File: config.mk
export PLATFORM = sky130hd
export DESIGN_NAME = smb_host_ctrl
export DESIGN_NICKNAME = d
export VERILOG_FILES = /design/src/rtl/smb_host_pkg.sv /design/src/rtl/smb_blkbuf.sv /design/src/rtl/smb_regs.sv /design/src/rtl/smb_seq.sv /design/src/rtl/smb_host_ctrl.sv
export SDC_FILE = /design/constraint.sdc
export NUM_CORES = 1
export LEC_CHECK = 0
export CAP_MARGIN = 20
export CORE_MARGIN = 2
export CORE_UTILIZATION = 48
export CTS_BUF_LIST = sky130_fd_sc_hd__clkbuf_8
export DETAILED_ROUTE_END_ITERATION = 10
export DONT_BUFFER_PORTS = 1
export PLACE_DENSITY_LB_ADDON = 0.3
export SLEW_MARGIN = 30
export SYNTH_ARGS = -nofsm -noshare
export SYNTH_HDL_FRONTEND = slang
export SYNTH_SLANG_ARGS = --single-unit
File: constraint.sdc
create_clock -name clk -period 4.1 [get_ports clk]
set_clock_uncertainty 0.15 [all_clocks]
set_input_delay 0.205 -clock clk [delete_from_list [all_inputs] [get_ports clk]]
set_output_delay 0.205 -clock clk [all_outputs]
set_load 0.02 [all_outputs]
File: src/rtl/smb_host_pkg.sv
package smb_host_pkg;

    localparam logic [2:0] REG_STATUS = 3'd0;
    localparam logic [2:0] REG_CTRL   = 3'd1;
    localparam logic [2:0] REG_CMD    = 3'd2;
    localparam logic [2:0] REG_ADDR   = 3'd3;
    localparam logic [2:0] REG_DATA0  = 3'd4;
    localparam logic [2:0] REG_DATA1  = 3'd5;
    localparam logic [2:0] REG_BLOCK  = 3'd6;

    localparam logic [4:0] PR_QUICK = 5'd0;
    localparam logic [4:0] PR_BYTE  = 5'd1;
    localparam logic [4:0] PR_BDATA = 5'd2;
    localparam logic [4:0] PR_WDATA = 5'd3;
    localparam logic [4:0] PR_BLOCK = 5'd4;

    typedef enum logic [1:0] {BM_START = 2'd0, BM_WRITE = 2'd1, BM_READ = 2'd2, BM_STOP = 2'd3} bm_op_e;
    typedef enum logic [1:0] {RES_DONE, RES_DEVERR, RES_COLL, RES_FAIL} result_e;
    typedef enum logic [3:0] {PH_START, PH_ADDR, PH_CMD, PH_WDATA, PH_RSTART,
                              PH_RADDR, PH_RCNT, PH_RDATA, PH_STOP} phase_e;

    typedef struct packed {
        logic [4:0] proto;
        logic [7:0] addr;
        logic [7:0] cmd;
        logic [7:0] data0;
        logic [7:0] data1;
    } xfer_cfg_t;

    typedef struct packed {
        logic failed;
        logic coll;
        logic deverr;
        logic done;
    } flags_t;

    function automatic logic proto_legal(input logic [4:0] p);
        return p <= PR_BLOCK;
    endfunction

    function automatic logic count_ok(input logic [7:0] c, input int max);
        return (c != 8'd0) && (int'(c) <= max);
    endfunction

    // direction bit set and a command byte precedes the read
    function automatic logic needs_turnaround(input xfer_cfg_t c);
        return c.addr[0] && (c.proto == PR_BDATA || c.proto == PR_WDATA || c.proto == PR_BLOCK);
    endfunction

endpackage

File: src/rtl/smb_blkbuf.sv
module smb_blkbuf
    import smb_host_pkg::*;
#(
    parameter int BLK_MAX = 32,
    localparam int IDX_W = $clog2(BLK_MAX)
) (
    input  logic             clk,
    input  logic             rst,
    input  logic             sw_wr,
    input  logic             sw_rd,
    input  logic             sw_clr,
    input  logic [7:0]       sw_wdata,
    output logic [7:0]       sw_rdata,
    input  logic             seq_we,
    input  logic [IDX_W-1:0] seq_idx,
    input  logic [7:0]       seq_wdata,
    output logic [7:0]       seq_rdata
);

    logic [IDX_W-1:0] sw_idx;
    logic [7:0]       ent_q [BLK_MAX];

    for (genvar i = 0; i < BLK_MAX; i++) begin : g_ent
        logic [7:0] val;
        always_ff @(posedge clk) begin
            if (rst)
                val <= '0;
            else if (seq_we && seq_idx == IDX_W'(i))
                val <= seq_wdata;
            else if (sw_wr && sw_idx == IDX_W'(i))
                val <= sw_wdata;
        end
        assign ent_q[i] = val;
    end

    always_ff @(posedge clk) begin
        if (rst || sw_clr)
            sw_idx <= '0;
        else if (sw_wr || sw_rd)
            sw_idx <= (sw_idx == IDX_W'(BLK_MAX - 1)) ? '0 : sw_idx + IDX_W'(1);
    end

    assign sw_rdata  = ent_q[sw_idx];
    assign seq_rdata = ent_q[seq_idx];

    AST_SEQ_WR_EXCLUSIVE: assert property (@(posedge clk) disable iff (rst)
        seq_we |-> !sw_wr);

endmodule

File: src/rtl/smb_regs.sv
module smb_regs
    import smb_host_pkg::*;
(
    input  logic       clk,
    input  logic       rst,
    input  logic       reg_wr,
    input  logic       reg_rd,
    input  logic [2:0] reg_addr,
    input  logic [7:0] reg_wdata,
    output logic [7:0] reg_rdata,
    output logic       irq,
    output logic       go,
    output logic       kill,
    output xfer_cfg_t  cfg,
    input  logic       seq_busy,
    input  logic       fin,
    input  result_e    result,
    input  logic       wr_data0,
    input  logic       wr_data1,
    input  logic [7:0] wr_byte,
    output logic       blk_wr,
    output logic       blk_rd,
    output logic       blk_clr,
    input  logic [7:0] blk_rdata
);

    logic   go_q;
    logic   irq_en;
    flags_t flags;
    logic   busy;
    logic   ctrl_wr;
    logic   start_req;

    assign busy      = go_q | seq_busy;
    assign ctrl_wr   = reg_wr && reg_addr == REG_CTRL;
    assign start_req = ctrl_wr && !busy && reg_wdata[6];
    assign kill      = ctrl_wr && busy && reg_wdata[5];
    assign go        = go_q;
    assign blk_wr    = reg_wr && reg_addr == REG_BLOCK && !busy;
    assign blk_rd    = reg_rd && reg_addr == REG_BLOCK;
    assign blk_clr   = reg_rd && reg_addr == REG_CTRL;
    assign irq       = irq_en && (|flags);

    always_ff @(posedge clk) begin
        if (rst) begin
            go_q   <= 1'b0;
            irq_en <= 1'b0;
            cfg    <= '0;
            flags  <= '0;
        end else begin
            go_q <= start_req;
            if (ctrl_wr && !busy) begin
                cfg.proto <= reg_wdata[4:0];
                irq_en    <= reg_wdata[7];
            end
            if (reg_wr && !busy) begin
                if (reg_addr == REG_CMD)   cfg.cmd   <= reg_wdata;
                if (reg_addr == REG_ADDR)  cfg.addr  <= reg_wdata;
                if (reg_addr == REG_DATA0) cfg.data0 <= reg_wdata;
                if (reg_addr == REG_DATA1) cfg.data1 <= reg_wdata;
            end
            if (wr_data0) cfg.data0 <= wr_byte;
            if (wr_data1) cfg.data1 <= wr_byte;
            if (start_req) begin
                flags <= '0;
            end else begin
                if (reg_wr && reg_addr == REG_STATUS)
                    flags <= flags & ~flags_t'(reg_wdata[4:1]);
                if (fin) begin
                    unique case (result)
                        RES_DONE:   flags.done   <= 1'b1;
                        RES_DEVERR: flags.deverr <= 1'b1;
                        RES_COLL:   flags.coll   <= 1'b1;
                        RES_FAIL:   flags.failed <= 1'b1;
                    endcase
                end
            end
        end
    end

    always_comb begin
        unique case (reg_addr)
            REG_STATUS: reg_rdata = {3'b000, flags, busy};
            REG_CTRL:   reg_rdata = {irq_en, 2'b00, cfg.proto};
            REG_CMD:    reg_rdata = cfg.cmd;
            REG_ADDR:   reg_rdata = cfg.addr;
            REG_DATA0:  reg_rdata = cfg.data0;
            REG_DATA1:  reg_rdata = cfg.data1;
            REG_BLOCK:  reg_rdata = blk_rdata;
            default:    reg_rdata = 8'h00;
        endcase
    end

    AST_FIN_LEAVES_FLAG: assert property (@(posedge clk) disable iff (rst)
        fin |=> (|flags));
    AST_ONE_FLAG_AT_END: assert property (@(posedge clk) disable iff (rst)
        $fell(busy) |-> $countones(flags) == 1);
    AST_NO_FIN_WITHOUT_BUSY: assert property (@(posedge clk) disable iff (rst)
        fin |-> seq_busy);

endmodule

File: src/rtl/smb_seq.sv
module smb_seq
    import smb_host_pkg::*;
#(
    parameter int BLK_MAX = 32,
    localparam int IDX_W = $clog2(BLK_MAX),
    localparam int CNT_W = $clog2(BLK_MAX + 2)
) (
    input  logic             clk,
    input  logic             rst,
    input  logic             go,
    input  logic             kill,
    input  xfer_cfg_t        cfg,
    output logic             busy,
    output logic             fin,
    output result_e          result,
    output logic             wr_data0,
    output logic             wr_data1,
    output logic             wr_blk,
    output logic [7:0]       wr_byte,
    output logic [IDX_W-1:0] blk_idx,
    input  logic [7:0]       blk_rbyte,
    output logic             bm_valid,
    output logic [1:0]       bm_op,
    output logic [7:0]       bm_wbyte,
    output logic             bm_last,
    input  logic             bm_done,
    input  logic             bm_ack,
    input  logic             bm_lost,
    input  logic             bm_tmo,
    input  logic [7:0]       bm_rdata
);

    typedef enum logic [1:0] {S_IDLE, S_BUS, S_FIN} state_e;

    state_e           state;
    phase_e           phase;
    logic [CNT_W-1:0] k;
    logic [CNT_W-1:0] n;
    result_e          res;
    logic             kill_pend;
    logic             rd_dir;
    logic             is_write;
    logic             k_last;
    logic             rx_ok;

    assign rd_dir   = cfg.addr[0];
    assign busy     = state != S_IDLE;
    assign fin      = state == S_FIN;
    assign result   = res;
    assign bm_valid = state == S_BUS;
    assign k_last   = (k + CNT_W'(1)) == n;
    assign is_write = phase inside {PH_ADDR, PH_CMD, PH_WDATA, PH_RADDR};
    assign bm_last  = phase == PH_RDATA && k_last;
    assign blk_idx  = IDX_W'((phase == PH_WDATA) ? k - CNT_W'(1) : k);

    always_comb begin
        unique case (phase)
            PH_START, PH_RSTART: bm_op = BM_START;
            PH_RCNT, PH_RDATA:   bm_op = BM_READ;
            PH_STOP:             bm_op = BM_STOP;
            default:             bm_op = BM_WRITE;
        endcase
    end

    always_comb begin
        unique case (phase)
            PH_ADDR:  bm_wbyte = needs_turnaround(cfg) ? {cfg.addr[7:1], 1'b0} : cfg.addr;
            PH_RADDR: bm_wbyte = {cfg.addr[7:1], 1'b1};
            PH_CMD:   bm_wbyte = cfg.cmd;
            PH_WDATA: begin
                if (k == '0)                 bm_wbyte = cfg.data0;
                else if (cfg.proto == PR_BLOCK) bm_wbyte = blk_rbyte;
                else                         bm_wbyte = cfg.data1;
            end
            default:  bm_wbyte = 8'h00;
        endcase
    end

    // received bytes are kept unless the bus was lost or timed out
    assign rx_ok    = state == S_BUS && bm_done && !bm_lost && !bm_tmo;
    assign wr_byte  = bm_rdata;
    assign wr_data0 = rx_ok && (phase == PH_RCNT || (phase == PH_RDATA && cfg.proto != PR_BLOCK && k == '0));
    assign wr_data1 = rx_ok && phase == PH_RDATA && cfg.proto == PR_WDATA && k == CNT_W'(1);
    assign wr_blk   = rx_ok && phase == PH_RDATA && cfg.proto == PR_BLOCK;

    always_ff @(posedge clk) begin
        if (rst) begin
            state     <= S_IDLE;
            phase     <= PH_START;
            k         <= '0;
            n         <= '0;
            res       <= RES_DONE;
            kill_pend <= 1'b0;
        end else begin
            unique case (state)
                S_IDLE: if (go) begin
                    kill_pend <= kill;
                    res       <= RES_DONE;
                    k         <= '0;
                    phase     <= PH_START;
                    if (cfg.proto == PR_WDATA)      n <= CNT_W'(2);
                    else if (cfg.proto == PR_BLOCK) n <= CNT_W'(cfg.data0) + CNT_W'(1);
                    else                            n <= CNT_W'(1);
                    if (!proto_legal(cfg.proto)) begin
                        res   <= RES_DEVERR;
                        state <= S_FIN;
                    end else if (cfg.proto == PR_BLOCK && !rd_dir && !count_ok(cfg.data0, BLK_MAX)) begin
                        res   <= RES_DEVERR;
                        state <= S_FIN;
                    end else begin
                        state <= S_BUS;
                    end
                end
                S_BUS: begin
                    if (kill) kill_pend <= 1'b1;
                    if (bm_done) begin
                        if (phase == PH_STOP) begin
                            if (kill_pend && res == RES_DONE) res <= RES_FAIL;
                            state <= S_FIN;
                        end else if (bm_lost) begin
                            res   <= RES_COLL;
                            state <= S_FIN;
                        end else if (bm_tmo || (is_write && !bm_ack)) begin
                            res   <= RES_DEVERR;
                            phase <= PH_STOP;
                        end else if (kill_pend) begin
                            res   <= RES_FAIL;
                            phase <= PH_STOP;
                        end else begin
                            unique case (phase)
                                PH_START: phase <= PH_ADDR;
                                PH_ADDR: begin
                                    if (cfg.proto == PR_QUICK)                phase <= PH_STOP;
                                    else if (cfg.proto == PR_BYTE && rd_dir)  phase <= PH_RDATA;
                                    else                                      phase <= PH_CMD;
                                end
                                PH_CMD: begin
                                    if (cfg.proto == PR_BYTE) phase <= PH_STOP;
                                    else if (rd_dir)          phase <= PH_RSTART;
                                    else                      phase <= PH_WDATA;
                                end
                                PH_RSTART: phase <= PH_RADDR;
                                PH_RADDR:  phase <= (cfg.proto == PR_BLOCK) ? PH_RCNT : PH_RDATA;
                                PH_RCNT: begin
                                    if (count_ok(bm_rdata, BLK_MAX)) begin
                                        n     <= CNT_W'(bm_rdata);
                                        phase <= PH_RDATA;
                                    end else begin
                                        res   <= RES_DEVERR;
                                        phase <= PH_STOP;
                                    end
                                end
                                PH_WDATA, PH_RDATA: begin
                                    if (k_last) phase <= PH_STOP;
                                    else        k     <= k + CNT_W'(1);
                                end
                                default: phase <= PH_STOP;
                            endcase
                        end
                    end
                end
                default: state <= S_IDLE;
            endcase
        end
    end

    AST_GO_ONLY_IDLE: assert property (@(posedge clk) disable iff (rst)
        go |-> state == S_IDLE);
    AST_REQ_HELD: assert property (@(posedge clk) disable iff (rst)
        bm_valid && !bm_done |=> bm_valid && $stable(bm_op) && $stable(bm_wbyte));
    AST_COLL_NO_STOP: assert property (@(posedge clk) disable iff (rst)
        bm_valid && bm_done && bm_lost && bm_op != BM_STOP |=> !bm_valid);
    AST_NO_CMD_WHEN_KILLED: assert property (@(posedge clk) disable iff (rst)
        bm_valid && bm_done && kill_pend && bm_op != BM_STOP |=> !bm_valid || bm_op == BM_STOP);

endmodule

File: src/rtl/smb_host_ctrl.sv
module smb_host_ctrl
    import smb_host_pkg::*;
#(
    parameter int BLK_MAX = 32
) (
    input  logic       clk,
    input  logic       rst,
    input  logic       reg_wr,
    input  logic       reg_rd,
    input  logic [2:0] reg_addr,
    input  logic [7:0] reg_wdata,
    output logic [7:0] reg_rdata,
    output logic       irq,
    output logic       bm_valid,
    output logic [1:0] bm_op,
    output logic [7:0] bm_wbyte,
    output logic       bm_last,
    input  logic       bm_done,
    input  logic       bm_ack,
    input  logic       bm_lost,
    input  logic       bm_tmo,
    input  logic [7:0] bm_rdata
);

    localparam int IDX_W = $clog2(BLK_MAX);

    logic             go, kill, seq_busy, fin;
    result_e          result;
    xfer_cfg_t        cfg;
    logic             wr_data0, wr_data1, wr_blk;
    logic [7:0]       wr_byte;
    logic             blk_wr, blk_rd, blk_clr;
    logic [7:0]       blk_sw_rdata, blk_seq_rdata;
    logic [IDX_W-1:0] blk_idx;

    smb_regs u_regs (
        .clk(clk), .rst(rst),
        .reg_wr(reg_wr), .reg_rd(reg_rd), .reg_addr(reg_addr),
        .reg_wdata(reg_wdata), .reg_rdata(reg_rdata), .irq(irq),
        .go(go), .kill(kill), .cfg(cfg), .seq_busy(seq_busy),
        .fin(fin), .result(result),
        .wr_data0(wr_data0), .wr_data1(wr_data1), .wr_byte(wr_byte),
        .blk_wr(blk_wr), .blk_rd(blk_rd), .blk_clr(blk_clr),
        .blk_rdata(blk_sw_rdata)
    );

    smb_blkbuf #(.BLK_MAX(BLK_MAX)) u_buf (
        .clk(clk), .rst(rst),
        .sw_wr(blk_wr), .sw_rd(blk_rd), .sw_clr(blk_clr),
        .sw_wdata(reg_wdata), .sw_rdata(blk_sw_rdata),
        .seq_we(wr_blk), .seq_idx(blk_idx), .seq_wdata(wr_byte),
        .seq_rdata(blk_seq_rdata)
    );

    smb_seq #(.BLK_MAX(BLK_MAX)) u_seq (
        .clk(clk), .rst(rst), .go(go), .kill(kill), .cfg(cfg),
        .busy(seq_busy), .fin(fin), .result(result),
        .wr_data0(wr_data0), .wr_data1(wr_data1), .wr_blk(wr_blk),
        .wr_byte(wr_byte), .blk_idx(blk_idx), .blk_rbyte(blk_seq_rdata),
        .bm_valid(bm_valid), .bm_op(bm_op), .bm_wbyte(bm_wbyte),
        .bm_last(bm_last), .bm_done(bm_done), .bm_ack(bm_ack),
        .bm_lost(bm_lost), .bm_tmo(bm_tmo), .bm_rdata(bm_rdata)
    );

endmodule

# Word-level counts from Yosys, hierarchy flattened
# Index checks and enable logic that the tools add are counted.
word_totals:
  out_inout_bits: 21
  register_bits: 325
op_classes:
  bitwise: 5
  n_lt_le_gt_ge: 5
  add_sub_neg: 4
  mux: 146
  n_reduce_logical: 171
  eq_ne: 104
op_table:
  columns: ["operator", "n"]
  rows:
  - ["2-to-1 mux 8 bit", 74]
  - ["equality test 5 bit, second input constant", 32]
  - ["2-to-1 mux 6 bit", 18]
  - ["logical AND 1 bit", 95]
  - ["binary-select mux 8 bit (select 5 bit)", 2]
  - ["equality test 5 x 4 -> 1 bit, second input constant", 16]
  - ["nonzero test 2 bit", 38]
  - ["one-hot mux 8 bit (7 select lines)", 1]
  - ["2-to-1 mux 4 bit", 12]
  - ["equality test 5 x 3 -> 1 bit, second input constant", 9]
  - ["2-to-1 mux 2 bit", 16]
  - ["one-hot mux 8 bit (4 select lines)", 1]
  - ["equality test 5 x 2 -> 1 bit, second input constant", 6]
  - ["one-hot mux 4 bit (7 select lines)", 1]
  - ["one-hot mux 6 bit (2 select lines)", 2]
  - ["AND reduction 9 bit", 2]
  - ["equality test 4 x 3 -> 1 bit, second input constant", 4]
  - ["less-or-equal comparator 8 x 6 -> 1 bit, second input constant", 2]
  - ["2-to-1 mux 16 bit", 1]
  - ["nonzero test 8 bit", 2]
  - ["equality test 5 x 1 -> 1 bit, second input constant", 3]
  - ["logical NOT 5 bit", 3]
  - ["adder 6 x 1 -> 6 bit, second input constant", 2]
  - [">= comparator 6 bit, second input constant", 2]
  - ["44 further kinds", 91]

# Logic depth before layout (Yosys ltp)
logic_depth:
  ltp_word: 11
  mapped_depth: 14

# Cells and area by module
# From an unflattened synthesis, not the netlist that was laid out.
unflattened:
  cells_unflattened: 2600
  area_unflattened_um2: 21184.1
by_module_without_submodules:
  columns: ["module", "seq_area_each_um2", "cells_each", "instances", "area_each_um2"]
  rows:
  - ["smb_blkbuf", 5225.0, 2022, 1, 16498.3]
  - ["smb_regs", 860.8, 276, 1, 2417.3]
  - ["smb_seq", 420.4, 302, 1, 2268.4]

# Least setup slack after synthesis
# Ideal clock, no wire load.
synth_path:
  path_kind: "register to output"
  startpoint: "reg u_seq.k[0]"
  endpoint: "out bm_wbyte[6]"
  path_slack_ns: 0.029
  arrival_ns: 3.716
  required_ns: 3.745
  stages_incl_launch_ff: 14
  cell_sequence: "dfxtp_1 -> buf_2 -> clkinv_1 -> clkbuf_1 -> clkbuf_1 -> ha_1 -> buf_1 -> nor2_1 -> mux2i_2 -> clkbuf_1 -> o21ai_0 -> a222oi_1 -> a21oi_1 -> o31ai_1"
synth_via:
  elab_chain_cells: 9
  elab_cells_between_ends: 10
synth_lines:
  columns: ["item", "line", "text"]
  rows:
  - ["start: declaration", "smb_seq.sv:37", "logic [CNT_W-1:0] k;"]
  - ["start signal: assignment", "smb_seq.sv:155", "else k <= k + CNT_W'(1);"]
  - ["subtractor 5 x 1 -> 5 bit", "smb_seq.sv:54", "assign blk_idx = IDX_W'((phase == PH_WDATA) ? k - CNT_W'(1) : k);"]
  - ["2-to-1 mux 5 bit", "smb_seq.sv:54", null]
  - ["NOT 5 -> 6 bit (not written as such)", "smb_blkbuf.sv:44", "assign seq_rdata = ent_q[seq_idx];"]
  - ["binary-select mux 8 bit (select 5 bit)", "smb_blkbuf.sv:44", null]
  - ["2-to-1 mux 8 bit (not written as such) (2 in series)", "smb_blkbuf.sv:44", null]
  - ["2-to-1 mux 8 bit", "smb_seq.sv:72", "else if (cfg.proto == PR_BLOCK) bm_wbyte = blk_rbyte;"]
  - ["2-to-1 mux 8 bit (*)", "smb_seq.sv:71", "if (k == '0) bm_wbyte = cfg.data0;"]
  - ["one-hot mux 8 bit (4 select lines) (*)", "smb_seq.sv:66", "unique case (phase)"]
  - ["end: declaration", "smb_host_ctrl.sv:16", "output logic [7:0] bm_wbyte,"]
# Mark *: on every way between the ends. The rest lies on a longest branch, timed or not. The select of a mux whose other input is x is not followed.

# Worst setup path after layout
layout_path:
  startpoint: "reg u_seq.phase[0]"
  endpoint: "out bm_wbyte[6]"
layout_via:
  elab_chain_cells: 9
  elab_cells_between_ends: 12
layout_lines:
  columns: ["item", "line", "text"]
  rows:
  - ["start: declaration", "smb_seq.sv:36", "phase_e phase;"]
  - ["start signal: assignment", "smb_seq.sv:143", "PH_RADDR: phase <= (cfg.proto == PR_BLOCK) ? PH_RCNT : PH_RDATA;"]
  - ["equality test 4 x 2 -> 1 bit", "smb_seq.sv:54, smb_seq.sv:66", null]
  - ["2-to-1 mux 5 bit", "smb_seq.sv:54", null]
  - ["NOT 5 -> 6 bit (not written as such)", "smb_blkbuf.sv:44", null]
  - ["binary-select mux 8 bit (select 5 bit)", "smb_blkbuf.sv:44", null]
  - ["2-to-1 mux 8 bit (not written as such) (2 in series)", "smb_blkbuf.sv:44", null]
  - ["2-to-1 mux 8 bit", "smb_seq.sv:72", null]
  - ["2-to-1 mux 8 bit", "smb_seq.sv:71", null]
  - ["one-hot mux 8 bit (4 select lines) (*)", "smb_seq.sv:66", null]
# Marked as above.

==> impl_metrics.yaml <==
clocking:
  cts_buffers: 59
  cts_root_buf: "clkbuf_8"
  cts.sinks: 325
  path_clk_slew_ns: 0.07
  cts_htree_levels: 2
  clock_latency_ns: 0.71
  cts_buffer_depth: 3
  cts_tree: "built"
global_route:
  grt_max_degree: 222
  antenna_found_initial: 3
  gr-total-overflow: 0
  track_usage: 0.380
  grt_pass1_vias: 20400
  grt_pass1_wl_microns: 130000
synthesis:
  yosysTopAreaCell: "dfxtp_1"
  syn_area_sq_um: 20800
  syn_avg_cell_area_sq_um: 8.79
  synthMuxAreaShare: 0.244
  synthAdderAreaFrac: 0.00723
  ys_seq_area_frac: 0.313
  ys_ff_latch: 325
  synthTopCellsByCount: "dfxtp_1, nor2_1, mux2i_1"
  synth_ff_type: "dfxtp_1"
  netlist.area_leader.share: 0.313
  synth_nets: 2401
  synth_top_family_by_area: "multiplexers"
  synth_edf_count: 0
  synth_xor_area_frac: 0.00802
  synth_cell_type_count: 83
  synthArstFlopShare: 0
  synthTopCellsByArea: "dfxtp_1, mux2i_1, mux4_2"
  synth-compound-area-share: 0.227
  synthSimpleGateAreaFrac: 0.150
  synth_most_common_cell: "dfxtp_1"
  yosys_warnings: 0
  netlist_instances: 2362
min_path:
  holdPathStages: 3
  min_to: "u_regs.cfg[21]"
  hp-class: "input port to flop"
  min_from: "reg_wdata[5]"
detailed_routing:
  antenna_left: 0
  viasPerCell: 6.95
  wirelength_microns: 86400
  num_vias: 21400
  wl_per_cell_microns: 28.0
  drt_iter0_drc: 3135
  route.detailed.drc: 0
  drt_first_pass_iters: 8
floorplan:
  rows: 76
  ios: 48
  fp.dieW_microns: 212
  start_util: 0.484
  die-area_sq_um: 44900
  die-height_microns: 212
  coreArea_sq_um: 42900
timing:
  report.final.slew_viol_count: 0
  period_needed_ns: 4.10
  worst_slack_ns: 0.00157
  period_share: 1.00
  max_freq_mhz: 244
  report.final.setup_viol: 0
  worst_slew_pin_slew_ns: 0.951
  slew_headroom: 0.365
  holdWs_ns: 0.0433
  finalHoldViolCount: 0
placed_design:
  portBuffers: 0
  gp_congestion: 1.01
  dp_slack_ns: 0.326
  dpl.hpwl_microns: 51200
  dpl-instance-area_sq_um: 21200
critical_path:
  cp_max_fo: 11
  slowest_stage: "nor4bb_4"
  startpoint_type: "flop"
  endpoint_kind: "output pin"
  reg2reg_from: "u_seq.phase[0]"
  cp_slowest_stage_delay_ns: 0.40
  r2r_slack_ns: 0.17
  criticalPathCategory: "flop to output pin"
  r2r-end: "u_seq.phase[3]"
  cp_cell_sequence: "nor4bb_4, buf_4, buf_4, nor3_1, a31oi_1, o221ai_1, a222oi_1, a21oi_1, o31ai_2, buf_4"
  rr_worst_depth: 11
  path_common_cell: "buf_4"
  required_ns: 3.74
  arrival_ns: 3.74
finish:
  drive_above_1_share: 0.140
  area_growth_pct: 19.4
  stdcell_area_sq_um: 24800
  nFillCells: 3678
  fin_nets: 2486
pwr:
  p_per_area_nw_per_um2: 283
  leakage_nw: 10.6
  ir_worst_vdd_uv: 212
flow_run:
  drv_cap: 0
status:
  outcome: "complete, no violations"
layout by cell type (no fill, tap or decap), drive strengths merged, types with 5 or more instances in the layout:
cell,synthesis,final
a211o,5,5
nand2,158,158
mux2,5,5
o211ai,18,18
o221ai,8,8
nor4b,5,5
nand4,5,5
a21o,8,8
and3,8,8
clkinv,2,12
o21ai,90,90
a31oi,9,9
or4,5,5
nor3,50,50
ha,12,12
buf,89,88
o22ai,138,138
inv,18,32
a21oi,65,65
xor2,7,7
nor2b,20,20
a222oi,8,8
and2,9,9
mux2i,319,319
a221oi,5,5
dlygate4sd3,0,166
clkbuf,142,78
diode,0,5
o31ai,52,52
nor2,322,322
nand2b,22,22
dfxtp,325,325
a211oi,239,239
nand3,38,38
nor3b,8,8
xnor2,12,12
mux4,80,80
layout make-up:
type / count / area [sq um] / share of cell area
Multi-Input combinational cell: 1786 / 13400 / 0.540
Sequential cell: 325 / 6520 / 0.263
Timing Repair Buffer: 255 / 2800 / 0.113
Clock buffer: 77 / 1060 / 0.0428
Tap cell: 585 / 732 / 0.0295
Clock inverter: 29 / 213 / 0.00858
Inverter: 20 / 75.1 / 0.00303
Antenna cell: 5 / 12.5 / 0.000505
logic make-up (layout without fill, tap and decap cells):
logic type | count (synthesis) | after routing
AO/OA/AOI/OAI | 685 | 685
AND/OR/NAND/NOR | 666 | 666
multiplexers | 404 | 404
flip-flops | 325 | 325
buffers and inverters | 251 | 381
XOR/XNOR | 19 | 19
adder cells (fa/ha/maj) | 12 | 12
other | 0 | 5
power breakdown:
part / switching (mW) / internal, mW / total (mW)
Clock: 1.53 / 1.86 / 3.40
Sequential: 0.0242 / 3.17 / 3.19
Combinational: 0.281 / 0.146 / 0.427
worst max-delay path: cells and delay by family, from the launching register on:
kind,cells,cell delay (ns)
AO/OA/AOI/OAI,5,1.48
buffers and inverters,3,0.70
flip-flops,1,0.37
AND/OR/NAND/NOR,2,0.47
layer usage:
layer	wire length [microns]	GRT usage	part of all wire
met1	33500	0.493	0.39
met2	36200	0.555	0.42
met3	11400	0.122	0.13
met4	5250	0.215	0.061
met5	13	0	0.00015
through the flow:
stage / total power, mW / util / instances / TNS [ns]
final: 7.02 / 0.578 / 3082 / 0
after global routing: 7.17 / 0.578 / 3078 / -0.0672
after detailed placement: 3.43 / 0.494 / 2777 / 0
after CTS: 6.98 / 0.573 / 3069 / 0
after floorplan: 3.50 / - / 2362 / 0
after global placement: 3.43 / 0.494 / 2776 / 0
flip-flops by register name (all words and copies together) (netlist names):
| signal | count |
|---|---|
| u_buf.g_ent.val | 256 |
| u_buf.sw_idx | 5 |
| u_regs.cfg | 37 |
| u_regs.flags | 4 |
| u_regs.go | 1 |
| u_regs.irq_en | 1 |
| u_seq.k | 6 |
| u_seq.kill_pend | 1 |
| u_seq.n | 6 |
| u_seq.phase | 4 |
| u_seq.result | 2 |
| u_seq.state | 2 |
how the worst max path moves through the flow:
stage	from	end	slack, ns	cells past startpoint
after floorplan	u_seq.k[0]	bm_wbyte[6]	0.03	13
after global placement	u_seq.phase[1]	bm_wbyte[3]	0.39	11
after detailed placement	u_seq.phase[1]	bm_wbyte[3]	0.33	11
after CTS	u_seq.phase[1]	bm_wbyte[3]	0.007	11
after global routing	u_seq.phase[0]	bm_wbyte[1]	-0.04	10
final	u_seq.phase[0]	bm_wbyte[6]	0.002	10
timing repair:
| action | in CTS | in global routing |
|---|---|---|
| endpoints found under the hold margin | 325 | 30 |
| hold buffers | 183 | 1 |
| endpoints found under the setup margin | 8 | 25 |
| pin swaps | 1 | 2 |
| buffers inserted | 3 | 6 |
| gates resized for setup | 9 | 24 |
Note: power is estimated with default switching activity, not from simulation.
